<file path="src/rtl/i2c_sw_pkg.sv">
// Package: shared state types for the I2C bus switch.
// Assumes: consumers import it; no logic here.
package i2c_sw_pkg;

    // Target protocol states.
    typedef enum logic [2:0] {
        T_IDLE  = 3'd0,
        T_ADDR  = 3'd1,
        T_AACK  = 3'd2,
        T_WDATA = 3'd3,
        T_WACK  = 3'd4,
        T_RDATA = 3'd5,
        T_RACK  = 3'd6
    } tgt_state_e;

    // Per-line direction tracker states.
    typedef enum logic [1:0] {
        L_IDLE  = 2'd0,
        L_UP    = 2'd1,
        L_DN    = 2'd2,
        L_RECOV = 2'd3
    } lane_state_e;

endpackage

</file>
<file path="src/rtl/i2c_sw_sync.sv">
// Module: multi-bit synchronizer chain for open-drain line samples.
// Assumes: each bit is an independent slow line; reset value is the
// released (high) level so no false edges appear after reset.
module i2c_sw_sync #(
    parameter int W      = 2,
    parameter int STAGES = 2
) (
    input  logic         clk,
    input  logic         rst_n,
    input  logic [W-1:0] d_i,
    output logic [W-1:0] q_o
);
    logic [W-1:0] stg [STAGES];

    // Shift every line through the flop chain.
    always_ff @(posedge clk) begin
        if (!rst_n) begin
            for (int s = 0; s < STAGES; s++) stg[s] <= '1;
        end else begin
            stg[0] <= d_i;
            for (int s = 1; s < STAGES; s++) stg[s] <= stg[s-1];
        end
    end

    assign q_o = stg[STAGES-1];
endmodule

</file>
<file path="src/rtl/i2c_sw_target.sv">
// Module: I2C target protocol engine with one control register.
// Assumes: scl_i/sda_i are already synchronized; no clock stretching;
// the control register is CH_W+1 bits wide (enable above the index).
module i2c_sw_target
    import i2c_sw_pkg::*;
#(
    parameter int         CH_W    = 2,
    parameter logic [5:0] ADDR_HI = 6'b111000
) (
    input  logic          clk,
    input  logic          rst_n,
    input  logic          scl_i,
    input  logic          sda_i,
    input  logic          strap_i,
    output logic          sda_pd_o,
    output logic [CH_W:0] ctrl_o,
    output logic          stop_o
);
    localparam int CTRL_W = CH_W + 1;

    logic              scl_q, sda_q;
    logic              scl_rise, scl_fall, start_det, stop_det;
    tgt_state_e        st;
    logic [7:0]        sh;
    logic [3:0]        cnt;
    logic              rw_q;
    logic [CTRL_W-1:0] pend_q;
    logic              pend_v;
    logic [CTRL_W-1:0] ctrl_q;
    logic              sda_pd;
    logic [7:0]        rd_byte;

    // Keep the previous synchronized line levels for edge detection.
    always_ff @(posedge clk) begin
        if (!rst_n) begin
            scl_q <= 1'b1;
            sda_q <= 1'b1;
        end else begin
            scl_q <= scl_i;
            sda_q <= sda_i;
        end
    end

    assign scl_rise  = scl_i & ~scl_q;
    assign scl_fall  = ~scl_i & scl_q;
    assign start_det = scl_i & scl_q & sda_q & ~sda_i;
    assign stop_det  = scl_i & scl_q & ~sda_q & sda_i;
    assign rd_byte   = {{(8-CTRL_W){1'b0}}, ctrl_q};

    // Protocol sequencing, acknowledge drive and register commit.
    always_ff @(posedge clk) begin
        if (!rst_n) begin
            st     <= T_IDLE;
            sh     <= '0;
            cnt    <= '0;
            rw_q   <= 1'b0;
            pend_q <= '0;
            pend_v <= 1'b0;
            ctrl_q <= '0;
            sda_pd <= 1'b0;
        end else if (start_det) begin
            st     <= T_ADDR;
            cnt    <= '0;
            pend_v <= 1'b0;
            sda_pd <= 1'b0;
        end else if (stop_det) begin
            st     <= T_IDLE;
            sda_pd <= 1'b0;
            pend_v <= 1'b0;
            if (pend_v) ctrl_q <= pend_q;
        end else begin
            case (st)
                T_ADDR, T_WDATA: begin
                    if (scl_rise) begin
                        sh  <= {sh[6:0], sda_i};
                        cnt <= cnt + 4'd1;
                    end else if (scl_fall && cnt == 4'd8) begin
                        if (st == T_ADDR) begin
                            if (sh[7:1] == {ADDR_HI, strap_i}) begin
                                st     <= T_AACK;
                                sda_pd <= 1'b1;
                                rw_q   <= sh[0];
                            end else begin
                                st <= T_IDLE;
                            end
                        end else begin
                            st     <= T_WACK;
                            sda_pd <= 1'b1;
                            pend_q <= sh[CTRL_W-1:0];
                            pend_v <= 1'b1;
                        end
                    end
                end
                T_AACK: begin
                    if (scl_fall) begin
                        cnt <= '0;
                        if (rw_q) begin
                            st     <= T_RDATA;
                            sh     <= rd_byte;
                            sda_pd <= ~rd_byte[7];
                        end else begin
                            st     <= T_WDATA;
                            sda_pd <= 1'b0;
                        end
                    end
                end
                T_WACK: begin
                    if (scl_fall) begin
                        st     <= T_WDATA;
                        cnt    <= '0;
                        sda_pd <= 1'b0;
                    end
                end
                T_RDATA: begin
                    if (scl_rise) begin
                        cnt <= cnt + 4'd1;
                    end else if (scl_fall) begin
                        if (cnt == 4'd8) begin
                            st     <= T_RACK;
                            sda_pd <= 1'b0;
                        end else begin
                            sh     <= {sh[6:0], 1'b0};
                            sda_pd <= ~sh[6];
                        end
                    end
                end
                T_RACK: begin
                    if (scl_rise && sda_i) begin
                        st <= T_IDLE;
                    end else if (scl_fall) begin
                        st     <= T_RDATA;
                        cnt    <= '0;
                        sh     <= rd_byte;
                        sda_pd <= ~rd_byte[7];
                    end
                end
                default: st <= T_IDLE;
            endcase
        end
    end

    assign sda_pd_o = sda_pd;
    assign ctrl_o   = ctrl_q;
    assign stop_o   = stop_det;
endmodule

</file>
<file path="src/rtl/i2c_sw_lane.sv">
// Module: direction tracker that repeats lows across one enabled line pair.
// Assumes: synchronized inputs; the first side seen low owns the line until
// it releases, then both sides must read high before a new owner is taken.
module i2c_sw_lane
    import i2c_sw_pkg::*;
(
    input  logic clk,
    input  logic rst_n,
    input  logic en_i,
    input  logic up_i,
    input  logic dn_i,
    output logic dn_pd_o,
    output logic up_pd_o
);
    lane_state_e st;

    // Track which side currently drives the shared low.
    always_ff @(posedge clk) begin
        if (!rst_n || !en_i) begin
            st <= L_RECOV;
        end else begin
            case (st)
                L_IDLE: begin
                    if (!up_i)      st <= L_UP;
                    else if (!dn_i) st <= L_DN;
                end
                L_UP:    if (up_i) st <= L_RECOV;
                L_DN:    if (dn_i) st <= L_RECOV;
                default: if (up_i && dn_i) st <= L_IDLE;
            endcase
        end
    end

    assign dn_pd_o = (st == L_UP);
    assign up_pd_o = (st == L_DN);
endmodule

</file>
<file path="src/rtl/i2c_chan_switch.sv">
// Module: top of the four-way I2C bus switch target.
// Assumes: all lines are open-drain with external pull-ups; clk runs at
// least ~20x the SCL rate so synchronizer delay stays inside bit phases.
module i2c_chan_switch
    import i2c_sw_pkg::*;
#(
    parameter int         N_CH        = 4,
    parameter int         SYNC_STAGES = 2,
    parameter logic [5:0] ADDR_HI     = 6'b111000
) (
    input  logic            clk,
    input  logic            rst_n,
    input  logic            addr_sel_i,
    input  logic            up_scl_i,
    input  logic            up_sda_i,
    output logic            up_scl_pd_o,
    output logic            up_sda_pd_o,
    input  logic [N_CH-1:0] dn_scl_i,
    input  logic [N_CH-1:0] dn_sda_i,
    output logic [N_CH-1:0] dn_scl_pd_o,
    output logic [N_CH-1:0] dn_sda_pd_o
);
    localparam int CH_W   = (N_CH > 1) ? $clog2(N_CH) : 1;
    localparam int SYNC_W = 2 + 2 * N_CH;

    logic [SYNC_W-1:0] raw, syn;
    logic              up_scl_s, up_sda_s;
    logic [N_CH-1:0]   dn_scl_s, dn_sda_s;
    logic [CH_W:0]     ctrl_q;
    logic              stop_det;
    logic              tgt_sda_pd;
    logic [N_CH-1:0]   up_scl_req, up_sda_req;

    assign raw = {dn_sda_i, dn_scl_i, up_sda_i, up_scl_i};

    i2c_sw_sync #(.W(SYNC_W), .STAGES(SYNC_STAGES)) u_sync (
        .clk   (clk),
        .rst_n (rst_n),
        .d_i   (raw),
        .q_o   (syn)
    );

    assign up_scl_s = syn[0];
    assign up_sda_s = syn[1];
    assign dn_scl_s = syn[2 +: N_CH];
    assign dn_sda_s = syn[2 + N_CH +: N_CH];

    i2c_sw_target #(.CH_W(CH_W), .ADDR_HI(ADDR_HI)) u_tgt (
        .clk      (clk),
        .rst_n    (rst_n),
        .scl_i    (up_scl_s),
        .sda_i    (up_sda_s),
        .strap_i  (addr_sel_i),
        .sda_pd_o (tgt_sda_pd),
        .ctrl_o   (ctrl_q),
        .stop_o   (stop_det)
    );

    // One SCL tracker and one SDA tracker per downstream channel.
    for (genvar i = 0; i < N_CH; i++) begin : g_ch
        logic ch_en;
        assign ch_en = ctrl_q[CH_W] && (ctrl_q[CH_W-1:0] == CH_W'(i));

        i2c_sw_lane u_scl (
            .clk     (clk),
            .rst_n   (rst_n),
            .en_i    (ch_en),
            .up_i    (up_scl_s),
            .dn_i    (dn_scl_s[i]),
            .dn_pd_o (dn_scl_pd_o[i]),
            .up_pd_o (up_scl_req[i])
        );

        i2c_sw_lane u_sda (
            .clk     (clk),
            .rst_n   (rst_n),
            .en_i    (ch_en),
            .up_i    (up_sda_s),
            .dn_i    (dn_sda_s[i]),
            .dn_pd_o (dn_sda_pd_o[i]),
            .up_pd_o (up_sda_req[i])
        );
    end

    assign up_scl_pd_o = |up_scl_req;
    assign up_sda_pd_o = tgt_sda_pd | (|up_sda_req);
endmodule

</file>
<file path="config.mk">
export PLATFORM = sky130hd
export DESIGN_NAME = i2c_chan_switch
export DESIGN_NICKNAME = d
export VERILOG_FILES = /design/src/rtl/i2c_sw_pkg.sv /design/src/rtl/i2c_sw_sync.sv /design/src/rtl/i2c_sw_target.sv /design/src/rtl/i2c_sw_lane.sv /design/src/rtl/i2c_chan_switch.sv
export SDC_FILE = /design/constraint.sdc
export NUM_CORES = 1
export LEC_CHECK = 0
export ABC_CLOCK_PERIOD_IN_PS = 2400
export BUFFER_PORTS_ARGS = -buffer_cell sky130_fd_sc_hd__buf_2
export CORE_UTILIZATION = 60
export DETAILED_ROUTE_END_ITERATION = 6
export GPL_TIMING_DRIVEN = 0
export PLACE_DENSITY = 0.79
export SKIP_CTS_REPAIR_TIMING = 1
export SLEW_MARGIN = 0
export SYNTH_ARGS = -nofsm -noshare
export SYNTH_HDL_FRONTEND = slang
export SYNTH_SLANG_ARGS = --single-unit
</file>
<file path="constraint.sdc">
create_clock -name clk -period 2.4 [get_ports clk]
set_input_delay 0.48 -clock clk [delete_from_list [all_inputs] [get_ports clk]]
set_output_delay 0.48 -clock clk [all_outputs]
set_load 0.05 [all_outputs]
</file>
==> results.py <==
metrics = {
    "sta": {
        "finalClockSkew_ns": 0.005856,
        "slew_headroom_pct": 55.28,
        "fin_crit_sh_pct": 93.28,
        "period_minus_slack_ns": 2.239,
        "drv_slew": 0,
        "finalHoldViolCount": 0,
        "fmax_mhz": 446.7,
        "tns_ns": 0,
        "finalSetupViolCount": 0,
        "worst_slack_ns": 0.1613,
        "worst_pin_slew_ns": 0.6709,
        "rsz0062_at_grt": "no",
    },
    "floorplan": {
        "die_w_um": 77.56,
        "die_y_um": 77.56,
        "core_mm2": 0.005507,
        "num_io_pins": 23,
        "die_area_mm2": 0.006016,
        "initial_core_util_pct": 62.21,
        "placementRows": 27,
    },
    "power_and_ir_drop": {
        "p_per_area_mw_per_mm2": 549.8,
        "power_leakage_nw": 1.746,
        "max-vdd-ir-drop_uv": 429.7,
        "design_power_total_mw": 2.103,
    },
    "worst_setup_path": {
        "critical_path_class": "reg2out",
        "required_ns": 1.92,
        "reg2reg_depth": 8,
        "end_kind": "output port",
        "crit_fanout": 4,
        "critPathLaunchType": "flip-flop",
        "r2r_slack_ns": 0.32,
        "r2r_end": "u_tgt.sh[6]$_SDFFE_PN0P_",
        "arrival_ns": 1.76,
        "reg2reg_from": "u_tgt.cnt[0]$_SDFFE_PP0P_",
    },
    "global_route": {
        "grt_max_degree": 12,
        "grt_pass1_vias": 2739,
        "use_met1_pct": 34.16,
        "grt.met3_usage_pct": 6.118,
        "grt_use_met2_pct": 44.60,
        "antenna_found_initial": 0,
        "grt_overflow_total": 0,
        "grt_usage_pct": 27.74,
        "grt_pass1_wl_mm": 12.83,
        "grt_busiest_layer": "met2",
    },
    "synthesis": {
        "synth_ff_type": "dfxtp_1",
        "synth-edff-count": 0,
        "syn_inst": 396,
        "synth_fp_nets": 443,
        "ys_ff_latch": 62,
        "synth.most_common_cell": "dfxtp_1",
        "async_flop_share_pct": 0,
        "yosysSeqAreaShare_pct": 36.23,
        "ys_warn_count": 0,
        "synthTopCellsByCount": "dfxtp_1 (62), nand2_1 (45), ha_1 (34), nor2_1 (34)",
        "avgSynthCellArea_um2": 8.651,
        "synth_top_cell_area_share_pct": 36.23,
        "yosysTopAreaCell": "dfxtp_1",
        "synthTopCellsByArea": "dfxtp_1 (36%), ha_1 (12%), nand2_1 (4.9%)",
        "synth_cell_types": 51,
        "syn_area_mm2": 0.003426,
    },
    "detailed_routing": {
        "vias": 2907,
        "drc": 0,
        "drtIter0Drc": 209,
        "finalWirelength_mm": 7.751,
        "dr.pass1.iters": 6,
        "wl_per_cell_um": 15.32,
        "avgViaCountPerCell": 5.745,
        "ant_nets": 0,
    },
    "hold_path": {
        "holdPathEnd": "u_sync.stg[0][5]$_SDFF_PN1_",
        "min_delay_path_depth": 2,
        "holdCritStartpoint": "dn_scl_i[3]",
        "min-delay-path-class": "in2reg",
    },
    "clock_tree": {
        "clock_latency_ns": 0.35,
        "cts_made_buffers": 9,
        "clockBufferDepth": 2,
        "htree_num_levels": 3,
        "ctsRootBufferMaster": "clkbuf_8",
        "cts_tree": "yes",
        "cts_sinks": 62,
        "clk_pin_slew_worst_paths_ns": 0.07,
    },
    "final_layout": {
        "nNetsFinal": 476,
        "syn2layout_area_growth_pct": 11.65,
        "drive_gt1_share_pct": 14.52,
        "diodes": 0,
    },
    "place": {
        "hpwlAfterDp_mm": 5.521,
        "place.gp.congestion": 0.9131,
        "post-place-ws_ns": 0.3829,
        "portBuffers": 22,
    },
    "flow_run": {
        "max-cap-violations": 0,
    },
    "run_status": {
        "status": "finished clean",
    },
}
power by group:
part	internal [mW]	switching, mW
logic	0.0496	0.0738
registers	1.05	0.0110
clock network	0.503	0.418
total	1.60	0.503
state kept, by name, indices dropped and copies added, names as in the netlist:
register,count
u_sync.stg,20
g_ch.u_sda.st,8
u_tgt.scl_q,1
u_tgt.rw_q,1
u_tgt.ctrl_o,3
u_tgt.pend_q,3
u_tgt.cnt,4
u_tgt.pend_v,1
u_tgt.sda_pd_o,1
u_tgt.sda_q,1
u_tgt.sh,8
u_tgt.st,3
g_ch.u_scl.st,8
final cells by class:
| class | count | area [um^2] |
|---|---|---|
| buffer | 24 | 145.1 |
| multi-input combinational | 288 | 1957 |
| sequential | 62 | 1241 |
| timing repair buffer | 22 | 110.1 |
| clock buffer | 10 | 137.6 |
| inverter | 22 | 82.58 |
| fill | 432 | 1682 |
| tap | 72 | 90.09 |
| clock inverter | 6 | 61.31 |
worst max-delay path by stage:
| stage | start | end | slack, ns | depth (start not counted) |
|---|---|---|---|---|
| floorplan | g_ch[1].u_scl.st[0]$_SDFFE_PP1P_ | up_scl_pd_o | 0.54 | 3 |
| global placement | u_tgt.cnt[0]$_SDFFE_PP0P_ | u_tgt.sh[4]$_SDFFE_PN0P_ | 0.41 | 8 |
| detailed placement | u_tgt.cnt[0]$_SDFFE_PP0P_ | u_tgt.sh[6]$_SDFFE_PN0P_ | 0.38 | 8 |
| CTS | g_ch[1].u_scl.st[0]$_SDFFE_PP1P_ | up_scl_pd_o | 0.14 | 4 |
| global route | g_ch[1].u_scl.st[0]$_SDFFE_PP1P_ | up_scl_pd_o | 0.07 | 4 |
| finish | g_ch[1].u_scl.st[0]$_SDFFE_PP1P_ | up_scl_pd_o | 0.16 | 4 |
worst max-delay path: stages (launching register included):
cell and delay [ns]:
dfxtp_1 0.39, inv_1 0.08, ha_1 0.22, or4_1 0.51
buf_2 0.22
through the flow:
step | cell area, um^2 | hold slack, ns | util [%] | cells
2_1_floorplan | 3426 | 0.3863 | - | 396
3_3_place_gp | 3626 | 0.3901 | 65.85 | 490
3_5_place_dp | 3626 | 0.3942 | 65.85 | 490
4_1_cts | 3825 | 0.2945 | 69.46 | 506
5_1_grt | 3825 | 0.3027 | 69.46 | 506
6_report | 3825 | 0.3047 | 69.46 | 506
placed cells by master (no fill, tap or decap), types with 4 or more instances in the layout:
master    synthesis  final
o221ai_1          7      7
dfxtp_1          62     62
clkbuf_8          0     10
nand2_1          45     45
a21oi_1          27     27
clkbuf_1          6      6
buf_4            11     11
xnor2_1           4      4
o22ai_1           4      4
inv_1            22     22
nand2b_1         27     27
mux2i_1           7      7
o311ai_0         16     16
buf_2             5     27
nor2b_1           6      6
a21boi_0          4      4
a211oi_1          4      4
nand3_1          15     15
nand4_1           6      6
ha_1             34     34
o21ai_0          10     10
nor2_1           34     34
cell families after synthesis:
family | Yosys count | synth area share [%]
flip-flops | 62 | 36.23
adder cells (fa/ha/maj) | 34 | 12.42
buffers and inverters | 46 | 6.647
XOR/XNOR | 4 | 1.023
AND/OR/NAND/NOR | 153 | 23.01
AO/OA/AOI/OAI | 89 | 18.19
multiplexers | 8 | 2.484
metal layers:
metal / up-vias / wire length [um]
li1: 1457 / -
met3: 17 / 390
met4: 0 / 159
met5: - / 0
met2: 84 / 3650
met1: 1349 / 3551
Power figures use the tool's default switching activity.
